--- config.mk ---
export PLATFORM = sky130hd
export DESIGN_NAME = taint_counter_top
export DESIGN_NICKNAME = d
export VERILOG_FILES = /design/src/rtl/taint_pkg.sv /design/src/rtl/taint_and2.sv /design/src/rtl/taint_mux2.sv /design/src/rtl/taint_dff.sv /design/src/rtl/taint_counter_top.sv
export SDC_FILE = /design/constraint.sdc
export NUM_CORES = 1
export LEC_CHECK = 0
export BUFFER_PORTS_ARGS = -buffer_cell sky130_fd_sc_hd__buf_4
export CORE_AREA = 3 3 40 42
export DETAILED_ROUTE_END_ITERATION = 8
export DIE_AREA = 0 0 43 45
export GPL_TIMING_DRIVEN = 0
export PLACE_DENSITY = 0.31
export SLEW_MARGIN = 40
export SYNTH_ARGS = -nofsm -noshare
export SYNTH_HDL_FRONTEND = slang
export SYNTH_SLANG_ARGS = --single-unit
export TNS_END_PERCENT = 1
--- constraint.sdc ---
create_clock -name clk -period 1.3 [get_ports clk]
set_input_delay 0.065 -clock clk [delete_from_list [all_inputs] [get_ports clk]]
set_output_delay 0.065 -clock clk [all_outputs]
set_load 0.05 [all_outputs]
--- src/rtl/taint_pkg.sv ---
package taint_pkg;

    localparam logic TRUSTED = 1'b0;
    localparam logic TAINTED = 1'b1;

    // one data bit with its trust label
    typedef struct packed {
        logic v;
        logic t;
    } tbit_t;

    // which labelled input of the counter counts as the secret
    typedef enum logic [1:0] {
        SRC_EN  = 2'd0,
        SRC_CLR = 2'd1,
        SRC_SET = 2'd2
    } src_e;

    localparam int NUM_SRC = 3;

    // inversion never changes who controls the bit
    function automatic tbit_t t_not(input tbit_t a);
        tbit_t r;
        r.v = ~a.v;
        r.t = a.t;
        return r;
    endfunction

    // AND: a trusted 0 on either side decides the output
    function automatic logic and_label(input tbit_t a, input tbit_t b);
        return (a.v & b.t) | (b.v & a.t) | (a.t & b.t);
    endfunction

    // mux: a tainted select matters only when the data inputs differ
    function automatic logic mux_label(input tbit_t s, input tbit_t a, input tbit_t b);
        return (~s.v & a.t) | (s.v & b.t) | (s.t & (a.v ^ b.v))
             | (s.t & a.t) | (s.t & b.t);
    endfunction

endpackage

--- src/rtl/taint_and2.sv ---
module taint_and2
    import taint_pkg::*;
#(
    parameter bit INV_A = 1'b0,
    parameter bit INV_B = 1'b0,
    parameter bit INV_Y = 1'b0
) (
    input  tbit_t a,
    input  tbit_t b,
    output tbit_t y
);

    tbit_t ai, bi, core;

    generate
        if (INV_A) begin : g_ia
            assign ai = t_not(a);
        end else begin : g_pa
            assign ai = a;
        end
        if (INV_B) begin : g_ib
            assign bi = t_not(b);
        end else begin : g_pb
            assign bi = b;
        end
    endgenerate

    assign core.v = ai.v & bi.v;
    assign core.t = and_label(ai, bi);

    generate
        if (INV_Y) begin : g_iy
            assign y = t_not(core);
        end else begin : g_py
            assign y = core;
        end
    endgenerate

endmodule

--- src/rtl/taint_mux2.sv ---
module taint_mux2
    import taint_pkg::*;
(
    input  tbit_t sel,
    input  tbit_t a,
    input  tbit_t b,
    output tbit_t y
);

    assign y.v = sel.v ? b.v : a.v;
    assign y.t = mux_label(sel, a, b);

endmodule

--- src/rtl/taint_dff.sv ---
module taint_dff #(
    parameter int              WIDTH = 1,
    parameter logic [WIDTH-1:0] RST_V = '0
) (
    input  logic             clk,
    input  logic             rst,
    input  logic [WIDTH-1:0] d_v,
    input  logic [WIDTH-1:0] d_t,
    output logic [WIDTH-1:0] q_v,
    output logic [WIDTH-1:0] q_t
);

    // value and label share one edge; reset yields trusted labels
    always_ff @(posedge clk) begin
        if (rst) begin
            q_v <= RST_V;
            q_t <= '0;
        end else begin
            q_v <= d_v;
            q_t <= d_t;
        end
    end

endmodule

--- src/rtl/taint_counter_top.sv ---
module taint_counter_top
    import taint_pkg::*;
#(
    parameter src_e SECRET = SRC_EN
) (
    input  logic clk,
    input  logic rst,
    input  logic en,
    input  logic en_t,
    input  logic clr,
    input  logic clr_t,
    input  logic set,
    input  logic set_t,
    output logic q,
    output logic q_t,
    output logic leak
);

    localparam logic [NUM_SRC-1:0] SECRET_MASK = NUM_SRC'(1) << SECRET;

    tbit_t en_s, clr_s, set_s, st_s, st_n, tog_s, kept_s, nxt_s;
    logic  st_v, st_t;
    logic  leak_r;
    logic [NUM_SRC-1:0] src_lbl;
    logic  only_secret;

    assign en_s  = '{v: en,  t: en_t};
    assign clr_s = '{v: clr, t: clr_t};
    assign set_s = '{v: set, t: set_t};
    assign st_s  = '{v: st_v, t: st_t};
    assign st_n  = t_not(st_s);

    // toggle when enabled
    taint_mux2 u_tog (
        .sel (en_s),
        .a   (st_s),
        .b   (st_n),
        .y   (tog_s)
    );

    // clear: AND with inverted clear
    taint_and2 #(.INV_A(1'b0), .INV_B(1'b1), .INV_Y(1'b0)) u_clr (
        .a (tog_s),
        .b (clr_s),
        .y (kept_s)
    );

    // set: OR formed as inverted AND of inverted pins
    taint_and2 #(.INV_A(1'b1), .INV_B(1'b1), .INV_Y(1'b1)) u_set (
        .a (kept_s),
        .b (set_s),
        .y (nxt_s)
    );

    taint_dff #(.WIDTH(1), .RST_V(1'b0)) u_state (
        .clk (clk),
        .rst (rst),
        .d_v (nxt_s.v),
        .d_t (nxt_s.t),
        .q_v (st_v),
        .q_t (st_t)
    );

    // bit order follows src_e encoding
    assign src_lbl     = {set_t, clr_t, en_t};
    assign only_secret = (src_lbl == SECRET_MASK);

    always_ff @(posedge clk) begin
        if (rst) begin
            leak_r <= 1'b0;
        end else if (!st_t && only_secret && nxt_s.t) begin
            leak_r <= 1'b1;
        end
    end

    assign q    = st_v;
    assign q_t  = st_t;
    assign leak = leak_r;

endmodule

==> impl_results.html, run 1 <==
<table>
<tr><th>Metric</th><th>Value</th></tr>
<tr><th colspan="2">Critical path</th></tr>
<tr><td>Crit path launch</td><td>u_state.q_v$_SDFF_PP0_</td></tr>
<tr><td>Critical path required time</td><td>1.45 ns</td></tr>
<tr><td>Arrival time worst endpoint</td><td>1.37 ns</td></tr>
<tr><td>Endpoint kind of the worst setup timing path</td><td>flop</td></tr>
<tr><td>Number of cell instances on the worst register-to-register path</td><td>3</td></tr>
<tr><td>Worst R2R Setup Slack</td><td>slightly above 0.08 ns</td></tr>
<tr><td>Kind of start point of the critical path</td><td>flop</td></tr>
<tr><td>Worst Setup EP</td><td>u_state.q_t$_SDFF_PP0_</td></tr>
<tr><td>Kind of critical path</td><td>flop to flop</td></tr>
<tr><td>Crit-path max FO</td><td>2</td></tr>
<tr><td>Launch instance of the worst register-to-register path</td><td>u_state.q_v$_SDFF_PP0_</td></tr>
<tr><td>Reg-to-Reg End</td><td>u_state.q_t$_SDFF_PP0_</td></tr>
<tr><th colspan="2">Die</th></tr>
<tr><td>Effective utilization at floorplan</td><td>0.115</td></tr>
<tr><td>Std cell rows</td><td>13</td></tr>
<tr><td>Die outline width</td><td>43 um</td></tr>
<tr><td>Boundary Pins</td><td>11</td></tr>
<tr><td>Die outline area</td><td>0.00194 sq mm</td></tr>
<tr><td>Core region area</td><td>0.00128 sq mm</td></tr>
<tr><td>Die outline height</td><td>about 45 um</td></tr>
<tr><th colspan="2">Timing</th></tr>
<tr><td>Final critical-path share of the clock period</td><td>0.937</td></tr>
<tr><td>Fin crit period</td><td>about 1.2 ns</td></tr>
<tr><td>Unrepaired setup endpoints after global routing</td><td>no</td></tr>
<tr><td>Upper clock frequency limit</td><td>approximately 800 MHz</td></tr>
<tr><td>Endpoints failing setup</td><td>0</td></tr>
<tr><td>Worst clock skew</td><td>0.00267 ns</td></tr>
<tr><td>Relative slew slack</td><td>0.815</td></tr>
<tr><td>Slew of the pin with the lowest slew margin</td><td>0.273 ns</td></tr>
<tr><td>Max Transition Viols Final</td><td>0</td></tr>
<tr><td>Summed negative setup slack over all endpoints</td><td>0 ns</td></tr>
<tr><td>Number of endpoints with negative hold slack in the final report</td><td>0</td></tr>
<tr><td>Post-layout worst setup margin</td><td>~0.08 ns</td></tr>
<tr><th colspan="2">Detailed routing</th></tr>
<tr><td>Number of search-and-repair iterations in the first detailed-routing pass</td><td>3</td></tr>
<tr><td>Antenna violation net count after detailed routing</td><td>0</td></tr>
<tr><td>Via density per instance</td><td>around 3.8</td></tr>
<tr><td>Routed Wire Length</td><td>398 um</td></tr>
<tr><td>Number of DRC markers in iteration 0</td><td>2</td></tr>
<tr><td>WL/cell</td><td>8.84 um</td></tr>
<tr><td>Total via count after detailed routing</td><td>around 170</td></tr>
<tr><td>Total DRC errors in the routed layout</td><td>0</td></tr>
<tr><th colspan="2">Synthesis</th></tr>
<tr><td>Synthesis-stage register bit count</td><td>3</td></tr>
<tr><td>Netlist cell types</td><td>9</td></tr>
<tr><td>Synth Area in XOR/XNOR</td><td>0.0593</td></tr>
<tr><td>Average instance area after synthesis</td><td>about 9 sq um</td></tr>
<tr><td>Netlist Area Pre-Place</td><td>148 sq um</td></tr>
<tr><td>Post-synthesis compound-gate area fraction</td><td>0.220</td></tr>
<tr><td>Sequential cell area fraction in the yosys report</td><td>0.407</td></tr>
<tr><td>Fraction of the mapped netlist area in adder cells</td><td>0</td></tr>
<tr><td>Area share of and/or/nand/nor cells after synthesis</td><td>0.161</td></tr>
<tr><td>Syn Inst Count</td><td>16</td></tr>
<tr><td>Mux share of post-synthesis cell area</td><td>0.102</td></tr>
<tr><td>Syn_nets</td><td>24</td></tr>
<tr><td>Warnings from Yosys</td><td>0</td></tr>
<tr><td>Largest family of logic cells by synthesized area</td><td>compound AO/OA/AOI/OAI gates</td></tr>
<tr><th colspan="2">Global routing</th></tr>
<tr><td>Grt met2 use</td><td>0.0719</td></tr>
<tr><td>Number of antenna violations at the first check in global routing</td><td>0</td></tr>
<tr><td>Total track usage</td><td>0.0533</td></tr>
<tr><td>Met1 usage</td><td>0.0386</td></tr>
<tr><td>Via count of the first global-routing pass</td><td>~170</td></tr>
<tr><td>Global-route layer with the greatest usage</td><td>met4</td></tr>
<tr><td>Largest net degree at the start of global routing</td><td>4</td></tr>
<tr><td>GR Overflow Total</td><td>0</td></tr>
<tr><td>Met3 GRT Util</td><td>0.0478</td></tr>
<tr><td>Wire length of the first global-routing pass</td><td>662 um</td></tr>
<tr><th colspan="2">Final layout</th></tr>
<tr><td>Leading cell type in the layout, fill and taps excluded</td><td>buf_4</td></tr>
<tr><td>Synth-to-Final Area Change</td><td>83.9%</td></tr>
<tr><td>Cell Count, Final, Fillers Out</td><td>45</td></tr>
<tr><td>Antenna Cells</td><td>0</td></tr>
<tr><td>Layout Nets</td><td>39</td></tr>
<tr><td>Filler instances</td><td>between 100 and 150</td></tr>
<tr><td>Proportion of layout cells with a drive suffix above 1</td><td>0.533</td></tr>
<tr><td>Commonest cells after routing, fill and taps aside</td><td>10 x buf_4, 4 x nor2_1, 3 x clkbuf_4</td></tr>
<tr><th colspan="2">Placement</th></tr>
<tr><td>Pre-CTS setup slack</td><td>roughly 0.069 ns</td></tr>
<tr><td>Cell count after placement</td><td>41</td></tr>
<tr><td>Final RePlAce weighted congestion</td><td>approximately 0.63</td></tr>
<tr><td>Port Buf Inserts</td><td>10</td></tr>
<tr><td>Detailed-placement wirelength estimate</td><td>342 um</td></tr>
<tr><th colspan="2">Clock tree</th></tr>
<tr><td>Quantity of gates resized following cts</td><td>0</td></tr>
<tr><td>Clock slew seen by the registers of the worst setup and hold paths</td><td>0.04 ns</td></tr>
<tr><td>TritonCTS clock tree</td><td>done</td></tr>
<tr><td>Maximum level of the CTS H-tree</td><td>1</td></tr>
<tr><td>Source-to-sink clock delay at the later pin of the worst-skew pair</td><td>0.24 ns</td></tr>
<tr><td>CTS root buf</td><td>clkbuf_4</td></tr>
<tr><td>Post-CTS Setup Bufs</td><td>0</td></tr>
<tr><td>Number of buffers between clock root and the deepest sink</td><td>2</td></tr>
<tr><td>Total clock buffers created by CTS</td><td>3</td></tr>
<tr><td>Hold buffer count at cts</td><td>0</td></tr>
<tr><td>Clock sink total</td><td>3</td></tr>
<tr><th colspan="2">Run status</th></tr>
<tr><td>Status</td><td>completed</td></tr>
<tr><th colspan="2">Job</th></tr>
<tr><td>Number of max-cap violations</td><td>0</td></tr>
<tr><th colspan="2">Power</th></tr>
<tr><td>Leakage power</td><td>between 0.1 and 0.15 nW</td></tr>
<tr><td>Power per Cell Area</td><td>1260 mW/mm^2</td></tr>
<tr><td>Maximum vdd drop</td><td>0.361 mV</td></tr>
<tr><th colspan="2">Hold path</th></tr>
<tr><td>Worst min-delay path class</td><td>input pin to flop</td></tr>
<tr><td>Number of cells traversed by the worst hold path</td><td>2</td></tr>
<tr><td>Startpoint of the lowest-slack hold path</td><td>rst</td></tr>
</table>
[critical path, stage by stage, from the launching register on]
cell and delay (ns):
dfxtp_4 0.33, xor2_1 0.22, mux2_4 0.33, a221oi_2 0.25
[Yosys cell counts]
cell type | instances | area share
a21oi_1 | 2 | 0.068
a221oi_2 | 1 | 0.10
dfxtp_1 | 3 | 0.41
inv_1 | 2 | 0.051
mux2_4 | 1 | 0.10
nor2_1 | 4 | 0.10
nor4b_1 | 1 | 0.059
o21bai_1 | 1 | 0.051
xor2_1 | 1 | 0.059
[layout make-up]
cell class	instances	area, sq um	share of cell area
sequential	3	63.8	0.235
timing repair buffer	10	75.1	0.276
tap	15	18.8	0.0691
inverter	2	7.51	0.0276
multi-input combinational	11	80.1	0.295
clock buffer	4	26.3	0.0968
[state kept, by name, summed over array words and instances, names as in the netlist]
signal,cells
leak,1
u_state.q_t,1
u_state.q_v,1
[worst min-delay path by stage]
stage | end | slack, ns
2_1_floorplan | u_state.q_v$_SDFF_PP0_ | 0.13
3_3_place_gp | u_state.q_v$_SDFF_PP0_ | 0.25
3_5_place_dp | u_state.q_v$_SDFF_PP0_ | 0.25
4_1_cts | u_state.q_v$_SDFF_PP0_ | 0.003
5_1_grt | u_state.q_v$_SDFF_PP0_ | 0.01
6_report | u_state.q_v$_SDFF_PP0_ | 0.001
[metrics by stage]
stage          total power [W]  utilization  instance area, sq um  hold slack [ns]
2_1_floorplan         0.000146            -                   151            0.128
3_3_place_gp          0.000178        0.191                   245            0.253
3_5_place_dp          0.000178        0.191                   245            0.254
4_1_cts               0.000350        0.211                   272          0.00308
5_1_grt               0.000363        0.211                   272           0.0114
6_report              0.000343        0.211                   272          0.00138
[layer usage]
metal | wire, um | share of wire | vias to the layer above
li1 | - | - | 84
met1 | 149 | 0.37 | 70
met2 | 158 | 0.40 | 10
met5 | 0 | 0 | -
met4 | 29 | 0.073 | 0
met3 | 61 | 0.15 | 5
[power breakdown]
group	internal, W	switching, W
sequential	0.0000978	0.00000334
combinational	0.0000348	0.0000388
clock	0.000115	0.0000530
[kinds of logic after synthesis]
logic type             after synthesis
multiplexers                         1
AO/OA/AOI/OAI                        4
buffers and inverters                2
flip-flops                           3
XOR/XNOR                             1
AND/OR/NAND/NOR                      5
Power figures use the tool's default switching activity.
==> run 2: changes to the inputs <==
--- a/config.mk
+++ b/config.mk
@@ -5,12 +5,13 @@
 export SDC_FILE = /design/constraint.sdc
 export NUM_CORES = 1
 export LEC_CHECK = 0
+export ABC_AREA = 1
 export BUFFER_PORTS_ARGS = -buffer_cell sky130_fd_sc_hd__buf_4
 export CORE_AREA = 3 3 40 42
 export DETAILED_ROUTE_END_ITERATION = 8
 export DIE_AREA = 0 0 43 45
 export GPL_TIMING_DRIVEN = 0
-export PLACE_DENSITY = 0.31
+export PLACE_DENSITY = 0.34
 export SLEW_MARGIN = 40
 export SYNTH_ARGS = -nofsm -noshare
 export SYNTH_HDL_FRONTEND = slang
==> impl_results.html, run 2 <==
<table>
<tr><th>Metric</th><th>Value</th></tr>
<tr><th colspan="2">Run status</th></tr>
<tr><td>Status</td><td>completed</td></tr>
<tr><th colspan="2">Global routing</th></tr>
<tr><td>Via count of the first global-routing pass</td><td>approximately 210</td></tr>
<tr><td>Number of antenna violations at the first check in global routing</td><td>0</td></tr>
<tr><td>Total track usage</td><td>0.0557</td></tr>
<tr><td>Largest net degree at the start of global routing</td><td>5</td></tr>
<tr><td>GR Overflow Total</td><td>0</td></tr>
<tr><td>Wire length of the first global-routing pass</td><td>765 um</td></tr>
<tr><th colspan="2">Timing</th></tr>
<tr><td>Relative slew slack</td><td>0.898</td></tr>
<tr><td>Slew of the pin with the lowest slew margin</td><td>about 0.15 ns</td></tr>
<tr><td>Final critical-path share of the clock period</td><td>0.731</td></tr>
<tr><td>Fin crit period</td><td>0.950 ns</td></tr>
<tr><td>Unrepaired setup endpoints after global routing</td><td>no</td></tr>
<tr><td>Upper clock frequency limit</td><td>1050 MHz</td></tr>
<tr><td>Worst clock skew</td><td>0.00365 ns</td></tr>
<tr><td>Endpoints failing setup</td><td>0</td></tr>
<tr><td>Max Transition Viols Final</td><td>0</td></tr>
<tr><td>Number of endpoints with negative hold slack in the final report</td><td>0</td></tr>
<tr><td>Post-layout worst setup margin</td><td>0.350 ns</td></tr>
<tr><td>Summed negative setup slack over all endpoints</td><td>0 ns</td></tr>
<tr><th colspan="2">Power</th></tr>
<tr><td>Net switching fraction of the power</td><td>0.286</td></tr>
<tr><td>Combinational fraction of design power</td><td>0.234</td></tr>
<tr><td>Power share of the clock group</td><td>0.466</td></tr>
<tr><td>Power per Cell Area</td><td>1130 mW/mm^2</td></tr>
<tr><td>Sequential share of power</td><td>0.299</td></tr>
<tr><td>Sw power</td><td>approximately 0.0001 W</td></tr>
<tr><td>Leakage power</td><td>about 0.18 nW</td></tr>
<tr><td>Maximum vdd drop</td><td>0.339 mV</td></tr>
<tr><td>Power Internal</td><td>0.000248 W</td></tr>
<tr><th colspan="2">Synthesis</th></tr>
<tr><td>Post-synth top area cell</td><td>dfxtp_1</td></tr>
<tr><td>Top cells by count, synth</td><td>10 x nand2_1, 7 x inv_1, 3 x dfxtp_1, 3 x nand3_1</td></tr>
<tr><td>Warnings from Yosys</td><td>0</td></tr>
<tr><td>Average instance area after synthesis</td><td>5.96 sq um</td></tr>
<tr><td>Syn_nets</td><td>38</td></tr>
<tr><td>Most repeated cell in the gate-level netlist after synthesis</td><td>nand2_1</td></tr>
<tr><td>Syn Inst Count</td><td>30</td></tr>
<tr><td>Synth Area in XOR/XNOR</td><td>0</td></tr>
<tr><td>Largest family of logic cells by synthesized area</td><td>simple AND/OR/NAND/NOR gates</td></tr>
<tr><td>Netlist Area Pre-Place</td><td>between 150 and 200 sq um</td></tr>
<tr><td>Mux share of post-synthesis cell area</td><td>0</td></tr>
<tr><td>Most common flop cell mapped by yosys</td><td>dfxtp_1</td></tr>
<tr><td>Number of synthesized flops with an enable pin</td><td>0</td></tr>
<tr><td>Share of Yosys cell area claimed by the top area cell type</td><td>0.336</td></tr>
<tr><td>Post-synthesis compound-gate area fraction</td><td>0.126</td></tr>
<tr><td>Netlist cell types</td><td>9</td></tr>
<tr><td>Sequential cell area fraction in the yosys report</td><td>0.336</td></tr>
<tr><td>Async SR Flop Fraction</td><td>0</td></tr>
<tr><td>Area share of and/or/nand/nor cells after synthesis</td><td>0.392</td></tr>
<tr><td>Fraction of the mapped netlist area in adder cells</td><td>0</td></tr>
<tr><td>Synthesis-stage register bit count</td><td>3</td></tr>
<tr><td>Ranking of synthesized cells by area</td><td>dfxtp_1 34%, nand2_1 21%, inv_1 15%, nand3_1 8.4%, a21oi_1 5.6%</td></tr>
<tr><th colspan="2">Hold path</th></tr>
<tr><td>Number of cells traversed by the worst hold path</td><td>3</td></tr>
<tr><td>Endpoint of the worst hold path</td><td>u_state.q_v$_SDFF_PP0_</td></tr>
<tr><td>Worst min-delay path class</td><td>input pin to flop</td></tr>
<tr><td>Startpoint of the lowest-slack hold path</td><td>set</td></tr>
<tr><th colspan="2">Critical path</th></tr>
<tr><td>Worst R2R Setup Slack</td><td>0.35 ns</td></tr>
<tr><td>Arrival time worst endpoint</td><td>roughly 1.1 ns</td></tr>
<tr><td>Critical path required time</td><td>1.42 ns</td></tr>
<tr><td>Launch instance of the worst register-to-register path</td><td>u_state.q_v$_SDFF_PP0_</td></tr>
<tr><td>Number of cell instances on the worst register-to-register path</td><td>7</td></tr>
<tr><td>Largest stage delay on the critical path</td><td>around 0.36 ns</td></tr>
<tr><td>Crit path launch</td><td>u_state.q_v$_SDFF_PP0_</td></tr>
<tr><td>Reg-to-Reg End</td><td>leak$_SDFFE_PP0P_</td></tr>
<tr><td>Endpoint kind of the worst setup timing path</td><td>flop</td></tr>
<tr><td>Kind of critical path</td><td>flop to flop</td></tr>
<tr><td>Most numerous cell on the critical path</td><td>nand2_1</td></tr>
<tr><td>Crit-path cells</td><td>inv_1, nand2_1, nand3_2, nand2_1, nand2_1, nand3_1, nand2_1</td></tr>
<tr><td>Kind of start point of the critical path</td><td>flop</td></tr>
<tr><td>Crit-path max FO</td><td>4</td></tr>
<tr><td>Slowest cell on crit path</td><td>dfxtp_1</td></tr>
<tr><th colspan="2">Die</th></tr>
<tr><td>Effective utilization at floorplan</td><td>0.139</td></tr>
<tr><td>Core region area</td><td>about 0.0013 sq mm</td></tr>
<tr><td>Std cell rows</td><td>13</td></tr>
<tr><td>Die outline width</td><td>roughly 43 um</td></tr>
<tr><td>Die outline height</td><td>45 um</td></tr>
<tr><td>Die outline area</td><td>0.00194 sq mm</td></tr>
<tr><td>Boundary Pins</td><td>11</td></tr>
<tr><th colspan="2">Clock tree</th></tr>
<tr><td>Quantity of gates resized following cts</td><td>0</td></tr>
<tr><td>CTS root buf</td><td>clkbuf_4</td></tr>
<tr><td>Number of buffers between clock root and the deepest sink</td><td>2</td></tr>
<tr><td>TritonCTS clock tree</td><td>done</td></tr>
<tr><td>Maximum level of the CTS H-tree</td><td>1</td></tr>
<tr><td>Clock slew seen by the registers of the worst setup and hold paths</td><td>~0.040 ns</td></tr>
<tr><td>Total clock buffers created by CTS</td><td>3</td></tr>
<tr><td>Source-to-sink clock delay at the later pin of the worst-skew pair</td><td>0.23 ns</td></tr>
<tr><td>Clock sink total</td><td>3</td></tr>
<tr><th colspan="2">Final layout</th></tr>
<tr><td>Layout Nets</td><td>54</td></tr>
<tr><td>Cell Count, Final, Fillers Out</td><td>60</td></tr>
<tr><td>Proportion of layout cells with a drive suffix above 1</td><td>0.311</td></tr>
<tr><td>Post-route cell area</td><td>309 sq um</td></tr>
<tr><td>Commonest cells after routing, fill and taps aside</td><td>10 x nand2_1, 10 x buf_4, 7 x inv_1</td></tr>
<tr><td>Synth-to-Final Area Change</td><td>72.7%</td></tr>
<tr><td>Post-Route Utilization</td><td>0.241</td></tr>
<tr><td>Antenna Cells</td><td>0</td></tr>
<tr><th colspan="2">Detailed routing</th></tr>
<tr><td>Routed Wire Length</td><td>475 um</td></tr>
<tr><td>WL/cell</td><td>a little under 8 um</td></tr>
<tr><td>Number of DRC markers in iteration 0</td><td>4</td></tr>
<tr><td>Number of search-and-repair iterations in the first detailed-routing pass</td><td>4</td></tr>
<tr><td>Antenna violation net count after detailed routing</td><td>0</td></tr>
<tr><td>Via density per instance</td><td>3.65</td></tr>
<tr><td>Total via count after detailed routing</td><td>about 220</td></tr>
<tr><td>Total DRC errors in the routed layout</td><td>0</td></tr>
<tr><th colspan="2">Placement</th></tr>
<tr><td>Port Buf Inserts</td><td>10</td></tr>
<tr><td>Final RePlAce weighted congestion</td><td>~0.74</td></tr>
<tr><td>Detailed-placement wirelength estimate</td><td>380 um</td></tr>
<tr><td>Instance area at placement</td><td>approximately 270 sq um</td></tr>
<tr><td>Cell count after placement</td><td>55</td></tr>
<tr><td>Pre-CTS setup slack</td><td>0.356 ns</td></tr>
<tr><th colspan="2">Job</th></tr>
<tr><td>Number of max-cap violations</td><td>0</td></tr>
</table>
[run 2: cell count changes after synthesis, sizes merged, moves of 2 or more]
cell   previous run  this run
nand2             0        10
nand3             0         4
inv               2         7
nor2              4         2
[run 2: area by class of cell]
type	instances	area, sq um
clock buffers	4	26.3
fillers	154	976
inverters	7	26.3
multi-input cells	20	92.6
flip-flops and latches	3	60.1
well taps	15	18.8
repair buffers	11	85.1
[run 2: kinds of logic after synthesis]
family                 after synthesis
buffers and inverters                7
and+or+nand+nor                     16
DFF                                  3
AOI/OAI and AO/OA                    4
[run 2: layer usage]
layer / up-vias / part of all wire / global-route usage / routed length, um
met5: - / 0 / 0 / 0
met4: 0 / 0 / 0.0542 / 0
met3: 0 / 0.14 / 0.0398 / 68
met2: 10 / 0.37 / 0.0629 / 175
met1: 88 / 0.49 / 0.0649 / 231
li1: 121 / - / - / -
[run 2: how the worst max path moves through the flow]
stage / to / slack [ns]
2_1_floorplan: leak$_SDFFE_PP0P_ / 0.08
3_3_place_gp: leak$_SDFFE_PP0P_ / 0.40
3_5_place_dp: leak$_SDFFE_PP0P_ / 0.36
4_1_cts: leak$_SDFFE_PP0P_ / 0.34
5_1_grt: leak$_SDFFE_PP0P_ / 0.27
6_report: leak$_SDFFE_PP0P_ / 0.35
[run 2: worst max-delay path, delay by kind of cell, from the launching register on]
| family | cells | cell delay, ns |
|---|---|---|
| simple gates | 6 | 0.41 |
| flops | 1 | 0.36 |
| buf+inv | 1 | 0.07 |
[run 2: per-stage QoR]
step           power [W]  hold WS, ns
6_report        0.000348       0.0895
5_1_grt         0.000375        0.101
4_1_cts         0.000358       0.0812
3_5_place_dp    0.000186        0.245
3_3_place_gp    0.000185        0.245
2_1_floorplan   0.000152        0.134
[run 2: what timing repair did]
action                                 4_1_cts  5_1_grt
endpoints found under the hold margin        1        0
hold buffers                                 1        0
setup buffers                                0        0
setup endpoints to repair                    0        0
[run 2: power by group through the flow]
stage	Combinational (W)	Clock, W	Sequential [W]
floorplan	0.0000254	0	0.000126
global placement	0.0000794	0	0.000105
detailed placement	0.0000800	0	0.000105
CTS	0.0000830	0.000171	0.000104
global route	0.0000899	0.000180	0.000105
finish	0.0000816	0.000162	0.000104
==> run 3: changes to the inputs <==
==> constraint.sdc (replaced) <==
create_clock -name clk -period 0.9 [get_ports clk]
set_input_delay 0.045 -clock clk [delete_from_list [all_inputs] [get_ports clk]]
set_output_delay 0.045 -clock clk [all_outputs]
set_load 0.05 [all_outputs]
==> impl_results.html, run 3 (same netlist as run 2, synthesis figures left out) <==
<table>
<tr><th>Metric</th><th>Value</th></tr>
<tr><th colspan="2">Critical path</th></tr>
<tr><td>Number of cell instances on the worst register-to-register path</td><td>6</td></tr>
<tr><td>Kind of critical path</td><td>input pin to flop</td></tr>
<tr><td>Arrival time worst endpoint</td><td>1.03 ns</td></tr>
<tr><td>Crit-path max FO</td><td>3</td></tr>
<tr><td>Critical path required time</td><td>1.05 ns</td></tr>
<tr><td>Endpoint kind of the worst setup timing path</td><td>flop</td></tr>
<tr><td>Kind of start point of the critical path</td><td>input pin</td></tr>
<tr><th colspan="2">Final layout</th></tr>
<tr><td>Leading cell type in the layout, fill and taps excluded</td><td>buf_4</td></tr>
<tr><td>Synth-to-Final Area Change</td><td>84.6%</td></tr>
<tr><td>Post-Route Utilization</td><td>0.257</td></tr>
<tr><td>Commonest cells after routing, fill and taps aside</td><td>10 x buf_4, 7 x nand2_1, 6 x inv_1</td></tr>
<tr><td>Filler instances</td><td>155</td></tr>
<tr><td>Antenna Cells</td><td>0</td></tr>
<tr><td>Layout Nets</td><td>54</td></tr>
<tr><td>Proportion of layout cells with a drive suffix above 1</td><td>0.489</td></tr>
<tr><th colspan="2">Timing</th></tr>
<tr><td>Final critical-path share of the clock period</td><td>0.973</td></tr>
<tr><td>Fin crit period</td><td>0.876 ns</td></tr>
<tr><td>Unrepaired setup endpoints after global routing</td><td>yes</td></tr>
<tr><td>Summed negative setup slack over all endpoints</td><td>0 ns</td></tr>
<tr><td>Slew of the pin with the lowest slew margin</td><td>between 0.1 and 0.15 ns</td></tr>
<tr><td>Hold Worst Slack</td><td>0.0633 ns</td></tr>
<tr><td>Endpoints failing setup</td><td>0</td></tr>
<tr><td>Relative slew slack</td><td>0.900</td></tr>
<tr><td>Worst clock skew</td><td>between 0.003 and 0.004 ns</td></tr>
<tr><td>Upper clock frequency limit</td><td>~1100 MHz</td></tr>
<tr><td>Max Transition Viols Final</td><td>0</td></tr>
<tr><td>Number of endpoints with negative hold slack in the final report</td><td>0</td></tr>
<tr><th colspan="2">Global routing</th></tr>
<tr><td>GR Overflow Total</td><td>0</td></tr>
<tr><td>Largest net degree at the start of global routing</td><td>5</td></tr>
<tr><td>Number of antenna violations at the first check in global routing</td><td>0</td></tr>
<tr><td>Total track usage</td><td>0.0624</td></tr>
<tr><td>Via count of the first global-routing pass</td><td>228</td></tr>
<tr><td>Wire length of the first global-routing pass</td><td>841 um</td></tr>
<tr><th colspan="2">Detailed routing</th></tr>
<tr><td>Number of search-and-repair iterations in the first detailed-routing pass</td><td>2</td></tr>
<tr><td>Antenna violation net count after detailed routing</td><td>0</td></tr>
<tr><td>Total DRC errors in the routed layout</td><td>0</td></tr>
<tr><td>Via density per instance</td><td>3.83</td></tr>
<tr><td>Total via count after detailed routing</td><td>230</td></tr>
<tr><td>WL/cell</td><td>7.83 um</td></tr>
<tr><td>Routed Wire Length</td><td>about 470 um</td></tr>
<tr><td>Number of DRC markers in iteration 0</td><td>1</td></tr>
<tr><th colspan="2">Clock tree</th></tr>
<tr><td>Total clock buffers created by CTS</td><td>3</td></tr>
<tr><td>Maximum level of the CTS H-tree</td><td>1</td></tr>
<tr><td>Source-to-sink clock delay at the later pin of the worst-skew pair</td><td>roughly 0.23 ns</td></tr>
<tr><td>Clock slew seen by the registers of the worst setup and hold paths</td><td>0.04 ns</td></tr>
<tr><td>Clock sink total</td><td>3</td></tr>
<tr><td>TritonCTS clock tree</td><td>done</td></tr>
<tr><td>CTS root buf</td><td>clkbuf_4</td></tr>
<tr><td>Number of buffers between clock root and the deepest sink</td><td>2</td></tr>
<tr><th colspan="2">Power</th></tr>
<tr><td>Power share of the clock group</td><td>0.458</td></tr>
<tr><td>Sequential share of power</td><td>0.295</td></tr>
<tr><td>Power per Cell Area</td><td>1550 mW/mm^2</td></tr>
<tr><td>Maximum vdd drop</td><td>~0.4 mV</td></tr>
<tr><td>Sw power</td><td>0.000150 W</td></tr>
<tr><td>Power Internal</td><td>0.000363 W</td></tr>
<tr><td>Combinational fraction of design power</td><td>0.246</td></tr>
<tr><td>Leakage power</td><td>0.178 nW</td></tr>
<tr><td>Net switching fraction of the power</td><td>0.293</td></tr>
<tr><th colspan="2">Placement</th></tr>
<tr><td>Final RePlAce weighted congestion</td><td>0.661</td></tr>
<tr><td>Detailed-placement wirelength estimate</td><td>380 um</td></tr>
<tr><td>Port Buf Inserts</td><td>10</td></tr>
<tr><th colspan="2">Die</th></tr>
<tr><td>Std cell rows</td><td>13</td></tr>
<tr><td>Effective utilization at floorplan</td><td>0.139</td></tr>
<tr><td>Die outline width</td><td>43 um</td></tr>
<tr><td>Die outline height</td><td>45 um</td></tr>
<tr><td>Die outline area</td><td>0.00194 sq mm</td></tr>
<tr><td>Boundary Pins</td><td>11</td></tr>
<tr><td>Core region area</td><td>0.00128 sq mm</td></tr>
<tr><th colspan="2">Hold path</th></tr>
<tr><td>Worst min-delay path class</td><td>input pin to flop</td></tr>
<tr><td>Number of cells traversed by the worst hold path</td><td>3</td></tr>
<tr><th colspan="2">Run status</th></tr>
<tr><td>Status</td><td>completed</td></tr>
<tr><th colspan="2">Job</th></tr>
<tr><td>Number of max-cap violations</td><td>0</td></tr>
</table>
run 3: worst max-delay path, cell delays in order:
cell and delay [ns]:
dlygate4sd3_1 0.53, buf_4 0.14, a21oi_1 0.14, a21boi_0 0.17
run 3: final timing paths:
path	start	to	slack [ns]
worst min register to register	leak$_SDFFE_PP0P_	leak$_SDFFE_PP0P_	0.45
worst max-delay path	rst	u_state.q_t$_SDFF_PP0_	0.02
worst max register to register	u_state.q_t$_SDFF_PP0_	leak$_SDFFE_PP0P_	0.05
worst min-delay path	set	u_state.q_v$_SDFF_PP0_	0.06
run 3: what timing repair did:
| item | in CTS | in global routing |
|---|---|---|
| hold buffers | 1 | 0 |
| endpoints found under the setup margin | 0 | 2 |
| setup buffers | 0 | 0 |
| endpoints found under the hold margin | 1 | 0 |
| resized for setup | 0 | 5 |
run 3: power by group through the flow:
stage / clock (W) / sequential, W / combinational, W
floorplan: 0 / 0.000183 / 0.0000373
global placement: 0 / 0.000152 / 0.000116
detailed placement: 0 / 0.000152 / 0.000117
CTS: 0.000247 / 0.000150 / 0.000120
global route: 0.000253 / 0.000154 / 0.000142
finish: 0.000235 / 0.000151 / 0.000126
run 3: per-stage QoR:
| stage | total power (W) | setup slack, ns | area [sq um] | cells |
|---|---|---|---|---|
| after floorplan | 0.000220 | -0.0189 | 186 | 30 |
| after global placement | 0.000268 | 0.0139 | 280 | 55 |
| after detailed placement | 0.000269 | 0.0408 | 280 | 55 |
| after CTS | 0.000518 | 0.0298 | 317 | 60 |
| after global routing | 0.000549 | -0.0525 | 330 | 60 |
| final | 0.000513 | 0.0239 | 330 | 60 |
run 3: layout make-up:
| type | instances | area, sq um | area share |
|---|---|---|---|
| clock buffers | 4 | 26.3 | 0.0795 |
| well taps | 15 | 18.8 | 0.0568 |
| inverters | 7 | 26.3 | 0.0795 |
| repair buffers | 11 | 85.1 | 0.258 |
| multi-input cells | 20 | 106 | 0.322 |
| flip-flops and latches | 3 | 67.6 | 0.205 |
run 3: metal layers:
layer  global-route usage  part of all wire
met5                    0                 0
met4               0.0723            0.0085
met3               0.0319              0.14
met2               0.0749              0.42
met1               0.0723              0.44
